`config.mk`:
```
export PLATFORM = sky130hd
export DESIGN_NAME = dma_prio_arbiter
export DESIGN_NICKNAME = d
export VERILOG_FILES = /design/src/rtl/dma_arb_pkg.sv /design/src/rtl/arb_req_qual.sv /design/src/rtl/arb_picker.sv /design/src/rtl/arb_rot_ptr.sv /design/src/rtl/arb_ack_drive.sv /design/src/rtl/dma_prio_arbiter.sv
export SDC_FILE = /design/constraint.sdc
export NUM_CORES = 1
export LEC_CHECK = 0
export ABC_AREA = 1
export ABC_CLOCK_PERIOD_IN_PS = 2430
export BUFFER_PORTS_ARGS = -buffer_cell sky130_fd_sc_hd__buf_4
export CORE_UTILIZATION = 53
export DETAILED_ROUTE_END_ITERATION = 8
export PLACE_DENSITY = 0.93
export SYNTH_ARGS = -nofsm -noshare
export SYNTH_HDL_FRONTEND = slang
export SYNTH_SLANG_ARGS = --single-unit
export TNS_END_PERCENT = 5
```
`constraint.sdc`:
```
create_clock -name clk -period 2.43 [get_ports clk]
set_input_delay 0.1215 -clock clk [delete_from_list [all_inputs] [get_ports clk]]
set_output_delay 0.1215 -clock clk [all_outputs]
set_load 0.005 [all_outputs]
```
`src/rtl/dma_arb_pkg.sv`:
```
package dma_arb_pkg;

  typedef enum logic [1:0] {
    ST_IDLE  = 2'd0,
    ST_HOLD  = 2'd1,
    ST_SERVE = 2'd2,
    ST_REL   = 2'd3
  } arb_state_t;

endpackage

```
`src/rtl/arb_req_qual.sv`:
```
module arb_req_qual #(
  parameter int NCH = 4
) (
  input  logic [NCH-1:0] chan_req,
  input  logic [NCH-1:0] soft_req,
  input  logic [NCH-1:0] chan_mask,
  output logic [NCH-1:0] qual,
  output logic           any_qual
);

  genvar g;
  generate
    for (g = 0; g < NCH; g++) begin : g_qual
      // hardware line passes only when unmasked; software line always passes
      assign qual[g] = (chan_req[g] & ~chan_mask[g]) | soft_req[g];
    end
  endgenerate

  assign any_qual = |qual;

endmodule

```
`src/rtl/arb_picker.sv`:
```
module arb_picker #(
  parameter int NCH = 4,
  parameter int IDW = 2
) (
  input  logic [NCH-1:0] qual,
  input  logic [IDW-1:0] top,
  input  logic           rotate_en,
  output logic [IDW-1:0] win_id,
  output logic           win_hit
);

  // Scan from the top channel upward with wrap; the entry nearest to top wins.
  function automatic logic [IDW:0] pick_first(input logic [NCH-1:0] q,
                                              input logic [IDW-1:0] t);
    logic [IDW:0] r;
    int unsigned  s;
    r = '0;
    for (int i = NCH - 1; i >= 0; i--) begin
      s = int'(t) + i;
      if (s >= NCH) s = s - NCH;
      if (q[s]) r = {1'b1, IDW'(s)};
    end
    return r;
  endfunction

  logic [IDW-1:0] eff_top;
  logic [IDW:0]   res;

  assign eff_top = rotate_en ? top : '0;
  assign res     = pick_first(qual, eff_top);
  assign win_hit = res[IDW];
  assign win_id  = res[IDW-1:0];

endmodule

```
`src/rtl/arb_rot_ptr.sv`:
```
module arb_rot_ptr #(
  parameter int NCH = 4,
  parameter int IDW = 2
) (
  input  logic           clk,
  input  logic           rst_n,
  input  logic           advance,
  input  logic [IDW-1:0] served_id,
  output logic [IDW-1:0] top
);

  function automatic logic [IDW-1:0] wrap_next(input logic [IDW-1:0] id);
    return (int'(id) == NCH - 1) ? '0 : id + 1'b1;
  endfunction

  always_ff @(posedge clk or negedge rst_n) begin
    if (!rst_n)       top <= '0;
    else if (advance) top <= wrap_next(served_id);
  end

endmodule

```
`src/rtl/arb_ack_drive.sv`:
```
module arb_ack_drive #(
  parameter int NCH = 4,
  parameter int IDW = 2
) (
  input  logic           clk,
  input  logic           rst_n,
  input  logic           pol_wr,
  input  logic           pol_val,
  input  logic           grant_valid,
  input  logic [IDW-1:0] grant_id,
  output logic           pol_q,
  output logic [NCH-1:0] chan_ack
);

  always_ff @(posedge clk or negedge rst_n) begin
    if (!rst_n)      pol_q <= 1'b0;
    else if (pol_wr) pol_q <= pol_val;
  end

  genvar g;
  generate
    for (g = 0; g < NCH; g++) begin : g_ack
      logic sel;
      assign sel         = grant_valid && (grant_id == IDW'(g));
      assign chan_ack[g] = pol_q ? sel : ~sel;
    end
  endgenerate

endmodule

```
`src/rtl/dma_prio_arbiter.sv`:
```
module dma_prio_arbiter
  import dma_arb_pkg::*;
#(
  parameter int NCH = 4,
  parameter int IDW = (NCH > 1) ? $clog2(NCH) : 1
) (
  input  logic           clk,
  input  logic           rst_n,
  input  logic [NCH-1:0] chan_req,
  input  logic [NCH-1:0] soft_req,
  input  logic [NCH-1:0] chan_mask,
  input  logic           rotate_en,
  input  logic           ack_pol_wr,
  input  logic           ack_pol_val,
  input  logic           bus_grant,
  input  logic           svc_done,
  output logic           hold_req,
  output logic [NCH-1:0] chan_ack,
  output logic           grant_valid,
  output logic [IDW-1:0] grant_id
);

  arb_state_t     state, state_nxt;
  logic [NCH-1:0] qual;
  logic           any_qual;
  logic [IDW-1:0] top;
  logic [IDW-1:0] win_id;
  logic           win_hit;
  logic [IDW-1:0] win_q;
  logic           pol_q;
  logic           grant_evt;    // bus granted: decision taken this edge
  logic           release_evt;  // service ends: bus goes back to the processor

  arb_req_qual #(.NCH(NCH)) u_qual (
    .chan_req (chan_req),
    .soft_req (soft_req),
    .chan_mask(chan_mask),
    .qual     (qual),
    .any_qual (any_qual)
  );

  arb_picker #(.NCH(NCH), .IDW(IDW)) u_pick (
    .qual     (qual),
    .top      (top),
    .rotate_en(rotate_en),
    .win_id   (win_id),
    .win_hit  (win_hit)
  );

  assign grant_evt   = (state == ST_HOLD) && win_hit && bus_grant;
  assign release_evt = (state == ST_SERVE) && svc_done;

  arb_rot_ptr #(.NCH(NCH), .IDW(IDW)) u_ptr (
    .clk      (clk),
    .rst_n    (rst_n),
    .advance  (release_evt && rotate_en),
    .served_id(win_q),
    .top      (top)
  );

  always_comb begin
    state_nxt = state;
    unique case (state)
      ST_IDLE:  if (any_qual) state_nxt = ST_HOLD;
      ST_HOLD:  if (!any_qual) state_nxt = ST_IDLE;
                else if (grant_evt) state_nxt = ST_SERVE;
      ST_SERVE: if (release_evt) state_nxt = ST_REL;
      ST_REL:   if (!bus_grant) state_nxt = ST_IDLE;
      default:  state_nxt = ST_IDLE;
    endcase
  end

  always_ff @(posedge clk or negedge rst_n) begin
    if (!rst_n) begin
      state <= ST_IDLE;
      win_q <= '0;
    end else begin
      state <= state_nxt;
      if (grant_evt) win_q <= win_id;
    end
  end

  assign hold_req    = (state == ST_HOLD) || (state == ST_SERVE);
  assign grant_valid = (state == ST_SERVE);
  assign grant_id    = win_q;

  arb_ack_drive #(.NCH(NCH), .IDW(IDW)) u_ack (
    .clk        (clk),
    .rst_n      (rst_n),
    .pol_wr     (ack_pol_wr),
    .pol_val    (ack_pol_val),
    .grant_valid(grant_valid),
    .grant_id   (win_q),
    .pol_q      (pol_q),
    .chan_ack   (chan_ack)
  );

endmodule

```
==> metrics.txt <==
# TYPE chip_impl_metric gauge
chip_impl_metric{name="critical_path.max_stage_delay",unit="ps"} 400
chip_impl_metric{name="switch_pwr",unit="µW"} 410
chip_impl_metric{name="core.rowCount",unit=""} 13
chip_impl_metric{name="antenna_found_initial",unit=""} 0
chip_impl_info{name="worstSetupEndpointType",value="output port"} 1
chip_impl_metric{name="remaining_drc_errors",unit=""} 0
chip_impl_metric{name="cts_htree_levels",unit=""} 1
chip_impl_metric{name="slew_viol_final",unit=""} 0
chip_impl_metric{name="place.gp.congestion",unit=""} 0.673
chip_impl_metric{name="buffer_ports.inserted",unit=""} 26
chip_impl_metric{name="critPathRequiredTime",unit="ps"} 2310
chip_impl_metric{name="max_slew.worst_pin.slew",unit="ps"} 255
chip_impl_info{name="crit_slowest_cell",value="dfrtp_1"} 1
chip_impl_info{name="timing.critical_path.cells",value="inv_1 -> ha_1 -> nand2_1 -> xor2_1 -> buf_4"} 1
chip_impl_info{name="clockRootBuffer",value="clkbuf_4"} 1
chip_impl_metric{name="timing.clock.skew",unit="ps"} 3.33
chip_impl_metric{name="grt_pass1_wl",unit="µm"} 3020
chip_impl_metric{name="routed-via-count",unit=""} 817
chip_impl_metric{name="cts.repair.resized",unit=""} 0
chip_impl_metric{name="fp.dieH",unit="µm"} 40.7
chip_impl_metric{name="vias_per_cell",unit=""} 5.14
chip_impl_metric{name="grt_pass1_vias",unit=""} 788
chip_impl_metric{name="syn_inst",unit=""} 114
chip_impl_metric{name="fp.dieW",unit="µm"} 40.7
chip_impl_metric{name="placement.setup.worst_slack",unit="ps"} 881
chip_impl_metric{name="static-leakage-power",unit="µW"} 0.000587
chip_impl_metric{name="setup_total_negative_slack",unit="ps"} 0
chip_impl_metric{name="globalRoute.totalOverflow",unit=""} 0
chip_impl_metric{name="final_net_count",unit=""} 173
chip_impl_metric{name="synth_nets",unit=""} 142
chip_impl_metric{name="share_comb_of_total_power",unit="%"} 61.3
chip_impl_metric{name="synth_seq_cells",unit=""} 7
chip_impl_metric{name="p_int",unit="µW"} 472
chip_impl_metric{name="drt-total-wl",unit="µm"} 1860
chip_impl_metric{name="maxSlewHeadroom",unit="%"} 83.0
chip_impl_metric{name="ys.warnings.count",unit=""} 0
chip_impl_metric{name="clk_transition_reported_paths",unit="ps"} 50
chip_impl_metric{name="critical_path_peak_fanout",unit=""} 8
chip_impl_metric{name="diodes",unit=""} 0
chip_impl_metric{name="hold_viol",unit=""} 0
chip_impl_metric{name="grt_max_degree",unit=""} 9
chip_impl_metric{name="drt-pass1-iter-count",unit=""} 4
chip_impl_metric{name="power_switching_share",unit="%"} 46.5
chip_impl_metric{name="ys_types",unit=""} 19
chip_impl_metric{name="start_util",unit="%"} 58.7
chip_impl_metric{name="achievable-frequency",unit="GHz"} 0.614
chip_impl_metric{name="drt_first_iter_violations",unit=""} 11
chip_impl_metric{name="wire_per_inst",unit="µm"} 11.7
chip_impl_metric{name="seqPwrFrac",unit="%"} 25.8
chip_impl_metric{name="drive_gt1_share",unit="%"} 32.6
chip_impl_metric{name="grtUsageTotal",unit="%"} 28.3
chip_impl_metric{name="syn-cell-area",unit="µm²"} 792
chip_impl_metric{name="final_min_period_over_clock_period",unit="%"} 67.0
chip_impl_info{name="criticalPathCategory",value="reg -> out"} 1
chip_impl_metric{name="clock_sink_count",unit=""} 7
chip_impl_metric{name="ir_drop",unit="µV"} 558
chip_impl_metric{name="timing.critical_path.arrival",unit="ps"} 1510
chip_impl_info{name="cts_tree",value="yes"} 1
chip_impl_info{name="rsz0062_at_grt",value="false"} 1
chip_impl_metric{name="total_of_max_cap_violations",unit=""} 0
chip_impl_metric{name="power.density_cell_area",unit="nW/µm²"} 850
chip_impl_metric{name="setup_viol_count_final",unit=""} 0
chip_impl_info{name="critical_path.startpoint_type",value="flip-flop"} 1
chip_impl_metric{name="avgSynthCellArea",unit="µm²"} 6.95
chip_impl_info{name="outcome",value="completed"} 1
chip_impl_metric{name="postPlaceCellArea",unit="µm²"} 1000
chip_impl_info{name="hold_path_class",value="in -> reg"} 1
chip_impl_metric{name="place_hpwl",unit="µm"} 1520
chip_impl_metric{name="cts_buf_count",unit=""} 3
chip_impl_metric{name="clock_tree.buffer_depth",unit=""} 2
chip_impl_metric{name="coreArea",unit="µm²"} 1350
chip_impl_metric{name="stdcell_area",unit="µm²"} 1040
chip_impl_metric{name="finalWorstPathRequiredPeriod",unit="ps"} 1630
chip_impl_metric{name="syn2layout_area_growth",unit="%"} 31.1
chip_impl_metric{name="die_area",unit="µm²"} 1650
chip_impl_metric{name="power_frac_clock",unit="%"} 12.9
chip_impl_metric{name="post-route-worst-setup-slack",unit="ps"} 802
chip_impl_metric{name="route.antenna.remaining_nets",unit=""} 0
chip_impl_metric{name="clock_insertion_delay_worst_skew",unit="ps"} 260
chip_impl_metric{name="num_io_pins",unit=""} 27
chip_impl_metric{name="synth-seq-area-share",unit="%"} 22.1
[synthesized netlist by cell type]
library cell / count / share of area [%]
o21ai_1: 1 / 0.63
nand3_1: 14 / 8.8
xor2_1: 4 / 4.4
nand3_2: 8 / 10
a22oi_1: 1 / 0.95
o21ai_0: 3 / 1.9
inv_1: 16 / 7.6
inv_2: 1 / 0.47
nor2_1: 6 / 2.8
dfrtp_1: 7 / 22
nand2_1: 29 / 14
a21oi_1: 3 / 1.9
clkinv_2: 2 / 1.3
nand2_2: 5 / 3.9
mux2_2: 2 / 2.8
ha_1: 9 / 14
clkbuf_1: 1 / 0.47
a31oi_1: 1 / 0.79
o31ai_1: 1 / 0.95
[cells in the final DEF (no fill, tap or decap), drive strengths merged]
master,synthesis,final
ha,9,9
dfrtp,7,7
mux2,2,2
o21ai,4,4
dlygate4sd3,0,1
nand2,34,34
clkinv,2,2
inv,17,17
a21oi,3,3
nor2,6,6
buf,0,26
a31oi,1,1
a22oi,1,1
nand3,22,22
xor2,4,4
clkbuf,1,4
o31ai,1,1
[cell families after synthesis]
family / count (synthesis) / synth area share (%)
fa+ha+maj: 9 / 14.2
compound gates: 10 / 7.11
flops: 7 / 22.1
buf+inv: 20 / 9.79
mux: 2 / 2.84
simple gates: 62 / 39.5
xor+xnor: 4 / 4.42
[worst max-delay path, delay by kind of cell, from the launching register on]
kind / cells / cell delay (ps)
AND/OR/NAND/NOR: 1 / 100
adder cells (fa/ha/maj): 1 / 310
XOR/XNOR: 1 / 150
flip-flops: 1 / 400
buffers and inverters: 2 / 270
[power groups by stage]
stage	combinational (µW)	clock [µW]	sequential, µW
after floorplan	360	0	213
after global placement	500	0	223
after detailed placement	533	0	228
after CTS	539	115	227
after global routing	628	120	234
final	541	114	228
[final timing paths]
| check | start | endpoint | slack (ps) | cells after the start |
|---|---|---|---|---|
| max | state[0] | chan_ack[1] | 800 | 5 |
| min | ack_pol_val | u_ack.pol_q | 100 | 2 |
| max reg2reg | state[0] | flip-flop | 850 | 8 |
| min reg2reg | u_ptr.top[0] | u_ptr.top[0] | 540 | 2 |
| max in group asynchronous | rst_n | u_ptr.top[0] | 2100 | 2 |
| min in group asynchronous | rst_n | grant_id[1] | 210 | 2 |
[layout make-up]
type                       count  area, µm²
timing repair buffer          27        205
sequential                     7        175
clock buffer                   4       26.3
inverter                      19       73.8
multi-input combinational     87        539
tap                           15       18.8
fill                         103        312
[what timing repair did]
| action | in CTS | in global routing |
|---|---|---|
| buffers inserted | 0 | 0 |
| endpoints found under the hold margin | 7 | 0 |
| setup endpoints to repair | 0 | 0 |
| hold buffers | 1 | 0 |
[metrics by stage]
stage	utilization (%)	power [µW]	hold WS (ps)	instances
finish	76.9	883	103	159
CTS	76.9	881	102	159
floorplan	-	572	-174	114
global route	76.9	982	95.0	159
detailed placement	74.2	761	-62.3	154
global placement	74.2	723	-61.8	154
[layer usage]
layer	part of all wire (%)	global-route usage [%]
met4	1.4	10.0
met2	55	55.6
met1	40	27.9
met5	0	0
met3	3.4	7.07
Note: power is estimated with default switching activity, not from simulation.
